`src/rtl/macro_alu_pkg.sv`:
```
// Package: opcode and ALU sub-op encodings shared by the macro datapath.
// Assumes a 3-bit opcode and a 4-bit sub-op field from the decoder.
package macro_alu_pkg;

    typedef enum logic [2:0] {
        OP_ALU        = 3'd0,
        OP_ADDI       = 3'd1,
        OP_MERGE      = 3'd2,
        OP_XTR_SRCREG = 3'd3,
        OP_XTR_DSTREG = 3'd4
    } op_e;

    typedef enum logic [3:0] {
        ALU_ADD  = 4'd0,
        ALU_ADDC = 4'd1,
        ALU_SUB  = 4'd2,
        ALU_SUBB = 4'd3,
        ALU_XOR  = 4'd4,
        ALU_OR   = 4'd5,
        ALU_AND  = 4'd6,
        ALU_ANDN = 4'd7,
        ALU_NAND = 4'd8
    } alu_e;

    // True for the sub-ops that produce and commit a carry.
    function automatic logic is_arith(input logic [3:0] sub);
        return sub <= 4'd3;
    endfunction

endpackage

```
`src/rtl/mac_regfile.sv`:
```
// Register file: NREG entries of DW bits with two combinational read
// ports and one synchronous write port. Entry 0 is a constant zero.
// Assumes the write index is valid whenever the write enable is high.
module mac_regfile #(
    parameter int DW   = 32,
    parameter int NREG = 8,
    parameter int RW   = $clog2(NREG)
) (
    input  logic          clk,
    input  logic          rst_n,
    input  logic [RW-1:0] rd_a_idx,
    input  logic [RW-1:0] rd_b_idx,
    output logic [DW-1:0] rd_a_data,
    output logic [DW-1:0] rd_b_data,
    input  logic          wr_en,
    input  logic [RW-1:0] wr_idx,
    input  logic [DW-1:0] wr_data
);

    logic [NREG-1:0][DW-1:0] file_q;

    // Write port: clears on reset, ignores index zero.
    always_ff @(posedge clk) begin
        if (!rst_n) begin
            file_q <= '0;
        end else if (wr_en && (wr_idx != '0)) begin
            file_q[wr_idx] <= wr_data;
        end
    end

    // Read ports: index zero is forced to zero.
    always_comb begin
        rd_a_data = (rd_a_idx == '0) ? '0 : file_q[rd_a_idx];
        rd_b_data = (rd_b_idx == '0) ? '0 : file_q[rd_b_idx];
    end

endmodule

```
`src/rtl/mac_arith.sv`:
```
// Register ALU: arithmetic and logic sub-ops with the carry rule that
// compares the wrapped result against operand x. Purely combinational.
// Assumes carry_in is the committed flag.
module mac_arith
    import macro_alu_pkg::*;
#(
    parameter int DW = 32
) (
    input  logic [3:0]    sub_op,
    input  logic [DW-1:0] x,
    input  logic [DW-1:0] y,
    input  logic          carry_in,
    output logic [DW-1:0] res,
    output logic          carry_out
);

    logic [DW-1:0] sum;
    logic [DW-1:0] diff;

    // Adder and subtractor with optional carry or borrow in.
    always_comb begin
        sum  = x + y + {{(DW-1){1'b0}}, (sub_op == ALU_ADDC) & carry_in};
        diff = x - y - {{(DW-1){1'b0}}, (sub_op == ALU_SUBB) & carry_in};
    end

    // Sub-op select; logic ops pass the carry through.
    always_comb begin
        res       = '0;
        carry_out = carry_in;
        unique case (sub_op)
            ALU_ADD, ALU_ADDC: begin
                res       = sum;
                carry_out = sum < x;
            end
            ALU_SUB, ALU_SUBB: begin
                res       = diff;
                carry_out = diff > x;
            end
            ALU_XOR:  res = x ^ y;
            ALU_OR:   res = x | y;
            ALU_AND:  res = x & y;
            ALU_ANDN: res = x & ~y;
            ALU_NAND: res = ~(x & y);
            default:  res = '0;
        endcase
    end

endmodule

```
`src/rtl/mac_bitfield.sv`:
```
// Bitfield unit: merge and the two extract-and-shift variants. A
// register-supplied position above DW-1 yields zero. Combinational.
// Assumes size, src and dst are PW-bit immediates.
module mac_bitfield
    import macro_alu_pkg::*;
#(
    parameter int DW = 32,
    parameter int PW = $clog2(DW)
) (
    input  logic [2:0]    op,
    input  logic [DW-1:0] x,
    input  logic [DW-1:0] y,
    input  logic [PW-1:0] src_f,
    input  logic [PW-1:0] dst_f,
    input  logic [PW-1:0] size_f,
    output logic [DW-1:0] res
);

    localparam logic [DW-1:0] POS_MAX = DW[DW-1:0] - 1'b1;

    logic [DW:0]   mask_wide;
    logic [DW-1:0] mask;
    logic          x_in_range;
    logic [PW-1:0] x_pos;

    // Field mask computed one bit wider so the shift cannot overflow.
    always_comb begin
        mask_wide  = ({{DW{1'b0}}, 1'b1} << size_f) - 1'b1;
        mask       = mask_wide[DW-1:0];
        x_in_range = (x <= POS_MAX);
        x_pos      = x[PW-1:0];
    end

    // Variant select for the three bitfield opcodes.
    always_comb begin
        res = '0;
        unique case (op)
            OP_MERGE:
                res = (x & ~(mask << dst_f)) | (((y >> src_f) & mask) << dst_f);
            OP_XTR_SRCREG:
                res = x_in_range ? (((y >> x_pos) & mask) << dst_f) : '0;
            OP_XTR_DSTREG:
                res = x_in_range ? (((y >> src_f) & mask) << x_pos) : '0;
            default:
                res = '0;
        endcase
    end

endmodule

```
`src/rtl/macro_alu_unit.sv`:
```
// Top of the macro execute datapath: register file, ALU, add-immediate,
// bitfield unit and the persistent carry flag. The result and the
// candidate carry are combinational.
// Assumes the sequencer asserts exec_i once per committed instruction.
module macro_alu_unit
    import macro_alu_pkg::*;
#(
    parameter int DW    = 32,
    parameter int NREG  = 8,
    parameter int IMM_W = 18,
    parameter int PW    = $clog2(DW),
    parameter int RW    = $clog2(NREG)
) (
    input  logic             clk,
    input  logic             rst_n,
    input  logic             exec_i,
    input  logic [2:0]       op_i,
    input  logic [3:0]       alu_op_i,
    input  logic [RW-1:0]    src_x_i,
    input  logic [RW-1:0]    src_y_i,
    input  logic [IMM_W-1:0] imm_i,
    input  logic [PW-1:0]    fld_src_i,
    input  logic [PW-1:0]    fld_dst_i,
    input  logic [PW-1:0]    fld_size_i,
    input  logic             wr_en_i,
    input  logic [RW-1:0]    wr_idx_i,
    input  logic [DW-1:0]    wr_data_i,
    output logic [DW-1:0]    result_o,
    output logic             carry_o,
    output logic             carry_next_o
);

    logic [DW-1:0] opnd_x;
    logic [DW-1:0] opnd_y;
    logic [DW-1:0] alu_res;
    logic          alu_carry;
    logic [DW-1:0] bf_res;
    logic [DW-1:0] imm_ext;
    logic          carry_q;
    logic          arith_op;

    mac_regfile #(.DW(DW), .NREG(NREG), .RW(RW)) i_regs (
        .clk       (clk),
        .rst_n     (rst_n),
        .rd_a_idx  (src_x_i),
        .rd_b_idx  (src_y_i),
        .rd_a_data (opnd_x),
        .rd_b_data (opnd_y),
        .wr_en     (wr_en_i),
        .wr_idx    (wr_idx_i),
        .wr_data   (wr_data_i)
    );

    mac_arith #(.DW(DW)) i_arith (
        .sub_op    (alu_op_i),
        .x         (opnd_x),
        .y         (opnd_y),
        .carry_in  (carry_q),
        .res       (alu_res),
        .carry_out (alu_carry)
    );

    mac_bitfield #(.DW(DW), .PW(PW)) i_bitf (
        .op     (op_i),
        .x      (opnd_x),
        .y      (opnd_y),
        .src_f  (fld_src_i),
        .dst_f  (fld_dst_i),
        .size_f (fld_size_i),
        .res    (bf_res)
    );

    // Immediate sign extension and the arithmetic-op decode.
    always_comb begin
        imm_ext  = {{(DW-IMM_W){imm_i[IMM_W-1]}}, imm_i};
        arith_op = (op_i == OP_ALU) && is_arith(alu_op_i);
    end

    // Result select across the opcode groups.
    always_comb begin
        unique case (op_i)
            OP_ALU:  result_o = alu_res;
            OP_ADDI: result_o = opnd_x + imm_ext;
            OP_MERGE, OP_XTR_SRCREG, OP_XTR_DSTREG: result_o = bf_res;
            default: result_o = '0;
        endcase
    end

    // Carry flag: committed only by executed arithmetic ops.
    always_ff @(posedge clk) begin
        if (!rst_n) begin
            carry_q <= 1'b0;
        end else if (exec_i && arith_op) begin
            carry_q <= alu_carry;
        end
    end

    assign carry_o      = carry_q;
    assign carry_next_o = arith_op ? alu_carry : carry_q;

endmodule

```
`config.mk`:
```
export PLATFORM = sky130hd
export DESIGN_NAME = macro_alu_unit
export DESIGN_NICKNAME = d
export VERILOG_FILES = /design/src/rtl/macro_alu_pkg.sv /design/src/rtl/mac_regfile.sv /design/src/rtl/mac_arith.sv /design/src/rtl/mac_bitfield.sv /design/src/rtl/macro_alu_unit.sv
export SDC_FILE = /design/constraint.sdc
export NUM_CORES = 2
export LEC_CHECK = 0
export BUFFER_PORTS_ARGS = -buffer_cell sky130_fd_sc_hd__buf_2
export CAP_MARGIN = 15
export CELL_PAD_IN_SITES_DETAIL_PLACEMENT = 2
export CELL_PAD_IN_SITES_GLOBAL_PLACEMENT = 2
export CORE_ASPECT_RATIO = 1.5
export CORE_UTILIZATION = 39
export DETAILED_ROUTE_END_ITERATION = 7
export PLACE_DENSITY_LB_ADDON = 0.1
export SLEW_MARGIN = 40
export SYNTH_ARGS = -nofsm -noshare
export SYNTH_HDL_FRONTEND = slang
export SYNTH_HIERARCHICAL = 1
export SYNTH_SLANG_ARGS = --single-unit
```
`constraint.sdc`:
```
create_clock -name clk -period 8.6 [get_ports clk]
set_clock_uncertainty 0.15 [all_clocks]
set_input_delay 0.86 -clock clk [delete_from_list [all_inputs] [get_ports clk]]
set_output_delay 0.86 -clock clk [all_outputs]
set_load 0.03 [all_outputs]
```
==> summary.md <==
| Metric | Value |
|---|---|
| Yosys warns | `6` |
| Initial DRC Count | `3,999` |
| Leak pwr | `16.6 nW` |
| Die Wd | `257 µm` |
| GP Congestion | `1.04` |
| First-pass GRT wire length | `340,000 µm` |
| Post-synth ARST share | `0%` |
| Synth area leaders | `dfxtp_1 (12%), ha_1 (8.3%), mux2i_1 (8.0%)` |
| Core Area | `0.0960 mm²` |
| Worst Setup Start Kind | `input pin` |
| Dpl cells | `6,188` |
| Crit-path max FO | `5` |
| Syn_area_per_cell | `7.84 µm²` |
| Detailed-placement wirelength estimate | `180,000 µm` |
| Worst EP required | `7.59 ns` |
| # DRC | `0` |
| Highest clock rate | `119 MHz` |
| Worst vdd ir | `0.201 mV` |
| Sequential share of the synthesized area | `11.9%` |
| Post-route minimum period | `8.39 ns` |
| Min-Delay Path Class | `reg2reg` |
| Initial core utilization | `39.5%` |
| CTS tree | `built` |
| Full die area | `0.0984 mm²` |
| Fin crit share | `97.6%` |
| Synth Register Bits | `225` |
| Final Max Slew Viols | `0` |
| DR WL/cell | `38.1 µm` |
| IO Port Bufs | `118` |
| Initial antenna violation count | `19` |
| Root buffer cell | `clkbuf_16` |
| Synth cell types | `127` |
| Post-Syn Area | `0.0379 mm²` |
| # nets final | `5,280` |
| Setup bufs post-CTS | `0` |
| I/O pins | `119` |
| DR pass1 iterations | `8` |
| Top FF cell, synth | `dfxtp_1` |
| RSZ-0062 raised after global routing | `false` |
| Post-Route WL | `237,000 µm` |
| Post-Syn Instances | `4,834` |
| Max_cap viols | `0` |
| Clock buffer depth | `3` |
| Clock sinks | `225` |
| Final setup violation count | `0` |
| Relative slew slack | `35.5%` |
| Post-route insts no fill | `6,225` |
| Number of CTS-inserted buffers | `19` |
| Die Height | `384 µm` |
| CP peak stage delay | `0.59 ns` |
| EDFF count, synth | `0` |
| DRT antenna net count | `0` |
| Total GRT Usage | `47.0%` |
| Vias in the first global route | `46,446` |
| Worst slew pin tran | `0.967 ns` |
| Post-DR vias/cell | `7.01` |
| Skew-Pair Late Insertion Delay | `0.54 ns` |
| Total congestion overflow | `0` |
| PnR Total Power | `5.61 mW` |
| Synthesis-to-layout area growth | `10.4%` |
| Critical Setup Path Class | `in2out` |
| Syn nets | `5,174` |
| CP Capture Type | `primary output` |
| Total vias in the final route | `43,661` |
| H-tree Lvls | `1` |
| WP data arrival | `7.38 ns` |
| PD cells | `134 mW/mm²` |
| Setup TNS | `0 ns` |
| Maximum number of pins on one net before global-route repair | `109` |
| Most frequent CP cell | `o21ai_0` |
| Yosys top cell area share | `11.9%` |
| Area leader, netlist | `dfxtp_1` |
| Final Hold Fails | `0` |
| Clk pin slew, worst setup/hold paths | `0.08 ns` |
| Share of layout cells above drive strength 1 | `22.6%` |
| Run status | `complete, no violations` |
| # rows | `139` |
| Slowest cell on the critical path | `fa_1` |
[logic make-up (layout without fill, tap and decap cells)]
kind of cell,after synthesis,after routing,share of synthesized area (%)
compound gates,1614,1614,33.8
xor+xnor,80,80,1.85
fa+ha+maj,255,255,8.52
buf+inv,585,703,7.69
flops,225,225,11.9
mux,530,530,17.4
other cells,0,4,0
simple gates,1545,1545,18.8
[what timing repair did]
action                     in CTS  in global routing
gates resized for setup         0                  9
hold buffers                    0                  0
setup endpoints to repair       0                  2
[final timing paths]
kind                                   startpoint                               to  slack, ns  depth (start not counted)
setup reg to reg   i_regs/file_q[64]$_SDFFE_PN0P_             carry_o$_SDFFE_PN0P_       1.80                         27
hold reg to reg   i_regs/file_q[139]$_SDFFE_PN0P_  i_regs/file_q[139]$_SDFFE_PN0P_       0.33                          2
setup / recovery                       src_y_i[1]                     carry_next_o       0.21                         26
hold / removal    i_regs/file_q[139]$_SDFFE_PN0P_  i_regs/file_q[139]$_SDFFE_PN0P_       0.33                          2
[report_power, final]
| group | internal, mW | switching (mW) |
|---|---|---|
| sequential | 1.06 | 0.0238 |
| clock | 0.505 | 0.454 |
| combinational | 1.20 | 2.37 |
| total | 2.76 | 2.84 |
[Yosys cell counts (all sizes together) (14+ instances only)]
cell type and count:
a221oi 195, buf 197, or3 19, ha 250
nand3 93, a2bb2oi 14, dfxtp 225, o21ai 237
nor3 81, a211o 34, mux2 155, xnor2 50
nor2b 37, clkbuf 230, a221o 28, nand2 763
a31oi 38, xor2 30, and4 15, nor4 30
nand4 48, a21boi 239, mux2i 306, a211oi 57
a21o 75, or2 22, a22oi 45, o32ai 19
o211ai 47, o22ai 62, o31ai 28, o21a 32
a22o 25, a32oi 16, mux4 69, and3 29
nor2 284, o221ai 33, o2bb2ai 19, inv 152
nand2b 33, a21oi 238, and2 35
[layer usage]
| metal | part of all wire, % | vias up | global-route usage [%] | routed length (µm) |
|---|---|---|---|---|
| met4 | 12 | 26 | 45.7 | 27800 |
| met1 | 34 | 22220 | 48.0 | 81300 |
| li1 | - | 18401 | - | - |
| met3 | 7.2 | 991 | 10.1 | 17000 |
| met5 | 0.072 | - | 0 | 172 |
| met2 | 47 | 2023 | 79.4 | 111000 |
[metrics by stage]
stage	setup slack [ns]	area [µm²]	hold slack (ns)	utilization (%)
finish	0.206	41800	0.334	43.6
global route	0.0104	41800	0.360	43.6
CTS	0.0769	41700	0.333	43.4
detailed placement	0.0691	41100	0.319	42.8
global placement	0.190	41000	0.304	42.7
floorplan	1.35	37900	0.294	-
[layout make-up]
cell class	instances	area, µm²
clock buffer	26	542
antenna	4	10.0
tap	1269	1590
inverter	158	593
sequential	225	4500
multi-input combinational	4024	30800
fill	11137	54200
clock inverter	7	91.3
timing repair buffer	512	3720
[flip-flops by register name (all words and copies together), names as in the netlist]
register,count
i_regs/file_q,224
carry_o,1
[placed cells by master, fill, tap and decap left out, types with 32 or more instances in the layout]
cell and instances:
mux2_4 56, a221oi_1 69, o21ai_0 214, nor2_1 282, buf_4 384, o22ai_1 61
xnor2_1 50, a21oi_1 232, a211oi_1 52, dfxtp_1 225, mux2i_1 303, inv_1 148
mux4_2 67, a211o_1 34, ha_1 250, mux2_2 93, a21o_1 74, nor3_1 78
nand3_1 92, nand4_1 48, and2_1 33, a21boi_2 83, o211ai_1 45, nand2_1 733
a22oi_1 43, a31oi_1 38, a221oi_2 119, buf_2 110, o21a_1 32, o221ai_1 33
a21boi_1 131
[worst max-delay path: cells and delay by family]
family | cells | cell delay [ns]
compound gates | 10 | 2.95
xor+xnor | 1 | 0.27
fa+ha+maj | 4 | 1.49
buf+inv | 4 | 0.67
mux | 1 | 0.27
simple gates | 6 | 0.86
Power figures use the tool's default switching activity.
